==> src/rtl/qspi_mem_pkg.sv <==
package qspi_mem_pkg;

    localparam int FRAME_W = 64;
    localparam int CNT_W   = 6;
    localparam int RX_W    = 32;

    typedef enum logic [1:0] {
        ST_IDLE,
        ST_XFER,
        ST_GAP
    } seq_st_e;

    typedef enum logic [1:0] {
        DEV_FLASH,
        DEV_RAMA,
        DEV_RAMB,
        DEV_NONE
    } dev_e;

    typedef struct packed {
        seq_st_e            st;
        logic               ph;
        logic [CNT_W-1:0]   cnt;
        logic [CNT_W-1:0]   total;
        logic [CNT_W-1:0]   outclk;
        logic               rd;
        logic [2:0]         cs_n;
        logic               valid;
        logic [FRAME_W-1:0] tx;
        logic [RX_W-1:0]    rx;
    } seq_t;

endpackage

==> src/rtl/qspi_addr_map.sv <==
module qspi_addr_map
    import qspi_mem_pkg::*;
#(
    parameter int ADDR_W = 28,
    parameter int BUS_AW = 24
) (
    input  logic [ADDR_W-1:0] addr,
    output dev_e              dev,
    output logic [2:0]        cs_n,
    output logic [BUS_AW-1:0] bus_addr
);

    localparam int HI_W = ADDR_W - BUS_AW;

    logic [HI_W-1:0] hi;

    always_comb begin
        hi       = addr[ADDR_W-1:BUS_AW];
        dev      = DEV_NONE;
        cs_n     = 3'b111;
        bus_addr = addr[BUS_AW-1:0];
        if (hi == '0) begin
            dev     = DEV_FLASH;
            cs_n[0] = 1'b0;
        end else if (hi == HI_W'(1)) begin
            bus_addr = {1'b0, addr[BUS_AW-2:0]};
            if (addr[BUS_AW-1]) begin
                dev     = DEV_RAMB;
                cs_n[2] = 1'b0;
            end else begin
                dev     = DEV_RAMA;
                cs_n[1] = 1'b0;
            end
        end
    end

endmodule

==> src/rtl/qspi_frame_build.sv <==
module qspi_frame_build
    import qspi_mem_pkg::*;
#(
    parameter int BUS_AW    = 24,
    parameter int RD_PRE    = 12,
    parameter int WR_PRE    = 8,
    parameter int OUT_RD    = 8,
    parameter logic [7:0] FL_MODE = 8'hA0,
    parameter logic [7:0] CMD_WR  = 8'h38,
    parameter logic [7:0] CMD_RD  = 8'h0B
) (
    input  logic               write,
    input  logic               is_flash,
    input  logic [BUS_AW-1:0]  bus_addr,
    input  logic [1:0]         size,
    input  logic [31:0]        wdata,
    output logic [FRAME_W-1:0] tx,
    output logic [CNT_W-1:0]   total,
    output logic [CNT_W-1:0]   outclk
);

    localparam int PAD_W = FRAME_W - 8 - BUS_AW - 32;

    logic [CNT_W-1:0] dclk;
    logic [31:0]      wswap;

    always_comb begin
        case (size)
            2'd0:    dclk = CNT_W'(2);
            2'd1:    dclk = CNT_W'(4);
            default: dclk = CNT_W'(8);
        endcase
        wswap = {wdata[7:0], wdata[15:8], wdata[23:16], wdata[31:24]};
        if (write) begin
            tx     = {CMD_WR, bus_addr, {PAD_W{1'b0}}, wswap};
            total  = CNT_W'(WR_PRE) + dclk;
            outclk = CNT_W'(WR_PRE) + dclk;
        end else begin
            if (is_flash)
                tx = {bus_addr, FL_MODE, {PAD_W{1'b0}}, 32'h0};
            else
                tx = {CMD_RD, bus_addr, {PAD_W{1'b0}}, 32'h0};
            total  = CNT_W'(RD_PRE) + dclk;
            outclk = CNT_W'(OUT_RD);
        end
    end

endmodule

==> src/rtl/qspi_mem_ctrl.sv <==
module qspi_mem_ctrl
    import qspi_mem_pkg::*;
#(
    parameter int ADDR_W = 28,
    parameter int BUS_AW = 24,
    parameter int RD_PRE = 12
) (
    input  logic              clk,
    input  logic              rst_n,
    input  logic              req_valid,
    input  logic              req_write,
    input  logic [ADDR_W-1:0] req_addr,
    input  logic [1:0]        req_size,
    input  logic [31:0]       req_wdata,
    output logic              busy,
    output logic              rdata_valid,
    output logic [31:0]       rdata,
    input  logic [7:0]        uio_in,
    output logic [7:0]        uio_out,
    output logic [7:0]        uio_oe
);

    dev_e               dec_dev;
    logic [2:0]         dec_cs_n;
    logic [BUS_AW-1:0]  dec_baddr;
    logic [FRAME_W-1:0] fr_tx;
    logic [CNT_W-1:0]   fr_total;
    logic [CNT_W-1:0]   fr_outclk;

    qspi_addr_map #(.ADDR_W(ADDR_W), .BUS_AW(BUS_AW)) u_map (
        .addr     (req_addr),
        .dev      (dec_dev),
        .cs_n     (dec_cs_n),
        .bus_addr (dec_baddr)
    );

    qspi_frame_build #(.BUS_AW(BUS_AW), .RD_PRE(RD_PRE)) u_frame (
        .write    (req_write),
        .is_flash (dec_dev == DEV_FLASH),
        .bus_addr (dec_baddr),
        .size     (req_size),
        .wdata    (req_wdata),
        .tx       (fr_tx),
        .total    (fr_total),
        .outclk   (fr_outclk)
    );

    seq_t             s_q, s_d;
    logic [3:0]       nib_in;
    logic [CNT_W-1:0] k;
    logic [4:0]       off;
    logic             start_ok;

    assign nib_in = {uio_in[5], uio_in[4], uio_in[2], uio_in[1]};

    always_comb begin
        s_d      = s_q;
        s_d.valid = 1'b0;
        k        = s_q.cnt - CNT_W'(RD_PRE);
        off      = {k[2:1], ~k[0], 2'b00};
        start_ok = req_valid && (dec_dev != DEV_NONE)
                   && !(req_write && dec_dev == DEV_FLASH);
        case (s_q.st)
            ST_IDLE: begin
                if (start_ok) begin
                    s_d.st     = ST_XFER;
                    s_d.ph     = 1'b0;
                    s_d.cnt    = '0;
                    s_d.tx     = fr_tx;
                    s_d.rx     = '0;
                    s_d.total  = fr_total;
                    s_d.outclk = fr_outclk;
                    s_d.rd     = !req_write;
                    s_d.cs_n   = dec_cs_n;
                end
            end
            ST_XFER: begin
                if (!s_q.ph) begin
                    s_d.ph = 1'b1;
                end else begin
                    s_d.ph = 1'b0;
                    s_d.tx = s_q.tx << 4;
                    if (s_q.rd && s_q.cnt >= CNT_W'(RD_PRE))
                        s_d.rx[off +: 4] = nib_in;
                    if (s_q.cnt == s_q.total - CNT_W'(1)) begin
                        s_d.st    = ST_GAP;
                        s_d.cs_n  = 3'b111;
                        s_d.valid = s_q.rd;
                    end else begin
                        s_d.cnt = s_q.cnt + CNT_W'(1);
                    end
                end
            end
            ST_GAP: begin
                s_d.ph = !s_q.ph;
                if (s_q.ph) s_d.st = ST_IDLE;
            end
            default: s_d.st = ST_IDLE;
        endcase
    end

    always_ff @(posedge clk or negedge rst_n) begin
        if (!rst_n) begin
            s_q      <= '0;
            s_q.st   <= ST_IDLE;
            s_q.cs_n <= 3'b111;
        end else begin
            s_q <= s_d;
        end
    end

    logic       sck;
    logic       d_oe;
    logic [3:0] nib_out;

    assign sck         = (s_q.st == ST_XFER) && s_q.ph;
    assign d_oe        = (s_q.st == ST_XFER) && (s_q.cnt < s_q.outclk);
    assign nib_out     = s_q.tx[FRAME_W-1 -: 4];
    assign busy        = (s_q.st != ST_IDLE);
    assign rdata_valid = s_q.valid;
    assign rdata       = s_q.rx;
    assign uio_out     = {s_q.cs_n[2], s_q.cs_n[1], nib_out[3], nib_out[2],
                          sck, nib_out[1], nib_out[0], s_q.cs_n[0]};
    assign uio_oe      = {1'b1, 1'b1, d_oe, d_oe, 1'b1, d_oe, d_oe, 1'b1};

    logic [2:0] pin_cs_n;
    logic       cs_act;
    assign pin_cs_n = {uio_out[7], uio_out[6], uio_out[0]};
    assign cs_act   = !(&pin_cs_n);

    AST_ONE_CS: assert property (@(posedge clk) disable iff (!rst_n)
        $countones(~pin_cs_n) <= 1);
    AST_CS_GAP: assert property (@(posedge clk) disable iff (!rst_n)
        $rose(&pin_cs_n) |=> (&pin_cs_n));
    AST_SCK_TOGGLE: assert property (@(posedge clk) disable iff (!rst_n)
        (cs_act && $past(cs_act)) |-> (uio_out[3] != $past(uio_out[3])));
    AST_SCK_IDLE_LOW: assert property (@(posedge clk) disable iff (!rst_n)
        (&pin_cs_n) |-> !uio_out[3]);
    AST_DATA_OE_IDLE: assert property (@(posedge clk) disable iff (!rst_n)
        (&pin_cs_n) |-> (uio_oe[5:4] == 2'b00 && uio_oe[2:1] == 2'b00));
    AST_VALID_PULSE: assert property (@(posedge clk) disable iff (!rst_n)
        rdata_valid |=> !rdata_valid);
    AST_VALID_AFTER_CS: assert property (@(posedge clk) disable iff (!rst_n)
        rdata_valid |-> ((&pin_cs_n) && busy));

endmodule

==> config.mk <==
export PLATFORM = sky130hd
export DESIGN_NAME = qspi_mem_ctrl
export DESIGN_NICKNAME = d
export VERILOG_FILES = /design/src/rtl/qspi_mem_pkg.sv /design/src/rtl/qspi_addr_map.sv /design/src/rtl/qspi_frame_build.sv /design/src/rtl/qspi_mem_ctrl.sv
export SDC_FILE = /design/constraint.sdc
export NUM_CORES = 1
export LEC_CHECK = 0
export BUFFER_PORTS_ARGS = -buffer_cell sky130_fd_sc_hd__buf_2
export CORE_AREA = 2 2 123 184
export DETAILED_ROUTE_END_ITERATION = 10
export DIE_AREA = 0 0 125 186
export SYNTH_ARGS = -nofsm -noshare
export SYNTH_HDL_FRONTEND = slang
export SYNTH_HIERARCHICAL = 1
export SYNTH_SLANG_ARGS = --single-unit
export TNS_END_PERCENT = 100
==> constraint.sdc <==
create_clock -name clk -period 5.25 [get_ports clk]
set_input_delay 1.05 -clock clk [delete_from_list [all_inputs] [get_ports clk]]
set_output_delay 1.05 -clock clk [all_outputs]
set_load 0.02 [all_outputs]
==> flow_summary.ini <==
[placed_design]
gp_congestion = 0.7561
dpl_cell_area_sq_um = 7655
io_buffers = 115
dpl.hpwl_mm = 11.79

[final_layout]
antennaDiodeCount = 0
n_fill_cell = 2280
post-route-cell-area_sq_um = 8257
final_net_count = 934
drive_above_1_share_pct = 22.93
area_growth_pct = 10.50

[worst_setup_path]
cp.required_ns = 4.20
endpoint_kind = output port
path_common_cell = inv_1
criticalPathCategory = reg2out
crit_arrival_ns = 3.15
reg2reg_from = s_q[121]
crit_chain = inv_1, ha_2, inv_1, nor3_1, buf_2
startpoint_type = register
r2r_end = rdata[19]
cpMaxStageDelayCell = ha_2
path_buf_inv = 3
cp_max_fo = 42
cpPeakStageDelay_ns = 0.84
crit_family = buffers and inverters
r2r_cells = 8
reg2reg_slack_ns = 1.93

[yosys]
ys_seq_elements = 122
synth_area_sq_um = 7472
async_flop_share_pct = 100.0
seq_area_frac_synth_pct = 40.91
syn_inst = 831
synth_cell_types = 55
synth-edff-count = 0
ys.warnings.count = 6
ys.flop_type = dfrtp_1
synth_area_per_cell_sq_um = 8.992

[die]
die_w_microns = 125
core_area_sq_um = 21640
chipHeight_microns = 186
ioPinCount = 124
rows = 66
die-area_sq_um = 23250
start_util_pct = 34.54

[global_route]
antenna_found_initial = 0
grt_overflow = 0
grt_max_degree = 100
grt_pass1_vias = 5625
grt.total_usage_pct = 15.66
grt_pass1_wl_mm = 29.35

[sta]
min_period_over_period_pct = 79.91
hold_violations = 0
finalSetupTns_ns = 0
clock_skew_ns = 0.007820
setup_viol = 0
rsz0062_at_grt = false
final_max_slew_viol_count = 0
timing.fmax_mhz = 238.4
maxSlewHeadroom_pct = 33.72
period_minus_slack_ns = 4.195
worst_pin_slew_ns = 0.9941

[drt]
vias = 5915
wl_mm = 17.98
drcViolationCount = 0
dr.pass1.iters = 4
avgViaCountPerCell = 5.230
antenna_left = 0
post_drt_wl_per_cell_microns = 15.90
drt_iter0_markers = 260

[flow_run]
maxCapViolCount = 0

[clock_network]
holdBufCountCts = 0
htreeDepth = 4
ctsResizeCount = 0
post_cts_buffers = 0
cts-buffers-inserted = 17
cts_tree = yes
cts_buffer_depth = 2
cts_root_buf = clkbuf_16
clkSinkCount = 122
clk_pin_slew_ns = 0.06
clock_latency_ns = 0.42

[hold_path]
whs_endpoint = s_q[33]
hold_class = reg2reg
min_path_cells = 2
min_from = s_q[33]

[power_and_ir_drop]
p_seq_share_pct = 35.4
p_leak_nw = 3.542
clockPowerShare_pct = 26.8
p_int_mw = 2.743
p_comb_share_pct = 37.8
p_per_area_nw_per_um2 = 545.3
p_sw_share_pct = 39.07
switching_power_mw = 1.759
p_total_mw = 4.503
ir_drop_v = 0.0002146

[status]
status = complete, no violations
-- through the flow --
| stage | util, % | hold slack, ns | instances | setup slack, ns |
|---|---|---|---|---|
| global route | 38.16 | 0.5027 | 1131 | 0.8640 |
| finish | 38.16 | 0.4680 | 1131 | 1.055 |
| CTS | 38.16 | 0.4756 | 1131 | 1.022 |
| floorplan | - | 0.4298 | 837 | 2.311 |
| global placement | 35.38 | 0.4488 | 1099 | 1.247 |
| detailed placement | 35.38 | 0.4557 | 1099 | 1.248 |
-- synth_stat cells, drive strengths merged (10+ instances only) --
cell type  count  area share [%]
nand2         59             3.0
ha            14             2.3
nor2          11            0.55
nand2b        10            0.84
dfrtp        119              40
and2          37             3.1
nand3b        61             6.1
o22ai         66             5.5
nor2b         12             1.1
clkbuf        38             1.9
inv           26             1.3
buf           94             9.1
o21ai         98             6.6
mux2          28             4.6
nand3         17             1.1
a21oi         73             4.9
-- power groups by stage --
| stage | registers, mW | logic (mW) | clock network, mW |
|---|---|---|---|
| 2_1_floorplan | 1.47 | 1.50 | 0 |
| 3_3_place_gp | 1.60 | 1.67 | 0 |
| 3_5_place_dp | 1.61 | 1.72 | 0 |
| 4_1_cts | 1.59 | 1.72 | 1.23 |
| 5_1_grt | 1.65 | 1.93 | 1.27 |
| 6_report | 1.60 | 1.70 | 1.21 |
-- how the worst max path moves through the flow --
stage | from | cells past startpoint | endpoint
2_1_floorplan | req_addr[25] | 9 | s_q[82]
3_3_place_gp | req_addr[25] | 9 | rdata[17]
3_5_place_dp | req_addr[25] | 9 | rdata[19]
4_1_cts | s_q[121] | 5 | uio_oe[2]
5_1_grt | s_q[121] | 5 | uio_oe[2]
6_report | s_q[121] | 5 | uio_oe[2]
-- worst reg2reg max path: stages (launching register included) --
cell,delay [ns]
dfrtp_1,0.40
inv_1,0.11
ha_2,0.85
nand2b_1,0.21
o31ai_4,0.16
buf_4,0.82
o21ai_0,0.42
nand2_1,0.15
o21ai_1,0.07
-- per-layer routing --
metal / up-vias / track usage, % / share of wire, %
met5: - / 0 / 0
li1: 2910 / - / -
met2: 108 / 27.93 / 52
met3: 20 / 2.989 / 3.3
met4: 0 / 5.200 / 1.6
met1: 2877 / 18.97 / 43
-- layout make-up --
| type | count | area [sq um] | share of cell area (%) |
|---|---|---|---|
| inverters | 26 | 97.59 | 1.182 |
| clock buffers | 17 | 425.4 | 5.152 |
| well taps | 272 | 340.3 | 4.122 |
| multi-input cells | 557 | 3526 | 42.70 |
| clock inverters | 15 | 176.4 | 2.137 |
| flip-flops and latches | 122 | 3060 | 37.07 |
| repair buffers | 122 | 630.6 | 7.638 |
-- placed cells by master (no fill, tap or decap), types with 20 or more instances in the layout --
cell / n
dfrtp_1: 118
buf_2: 114
o21ai_0: 74
a21oi_1: 73
o22ai_1: 66
nand3b_1: 61
nand2_1: 58
and2_1: 37
inv_1: 25
o21ai_1: 24
mux2_2: 20
-- logic make-up after synthesis --
family          after synthesis  synth area share [%]
xor+xnor                      7                0.8205
buf+inv                     158                 12.27
fa+ha+maj                    14                 2.344
simple gates                234                 18.49
flops                       122                 40.91
compound gates              265                 20.31
other cells                   2                0.1005
mux                          29                 4.756
-- sequential cells by signal (all words and copies together), names as in the netlist --
name         flops
rdata           32
pin_cs_n         3
rdata_valid      1
uio_out          4
s_q             82
Note: power is estimated with default switching activity, not from simulation.
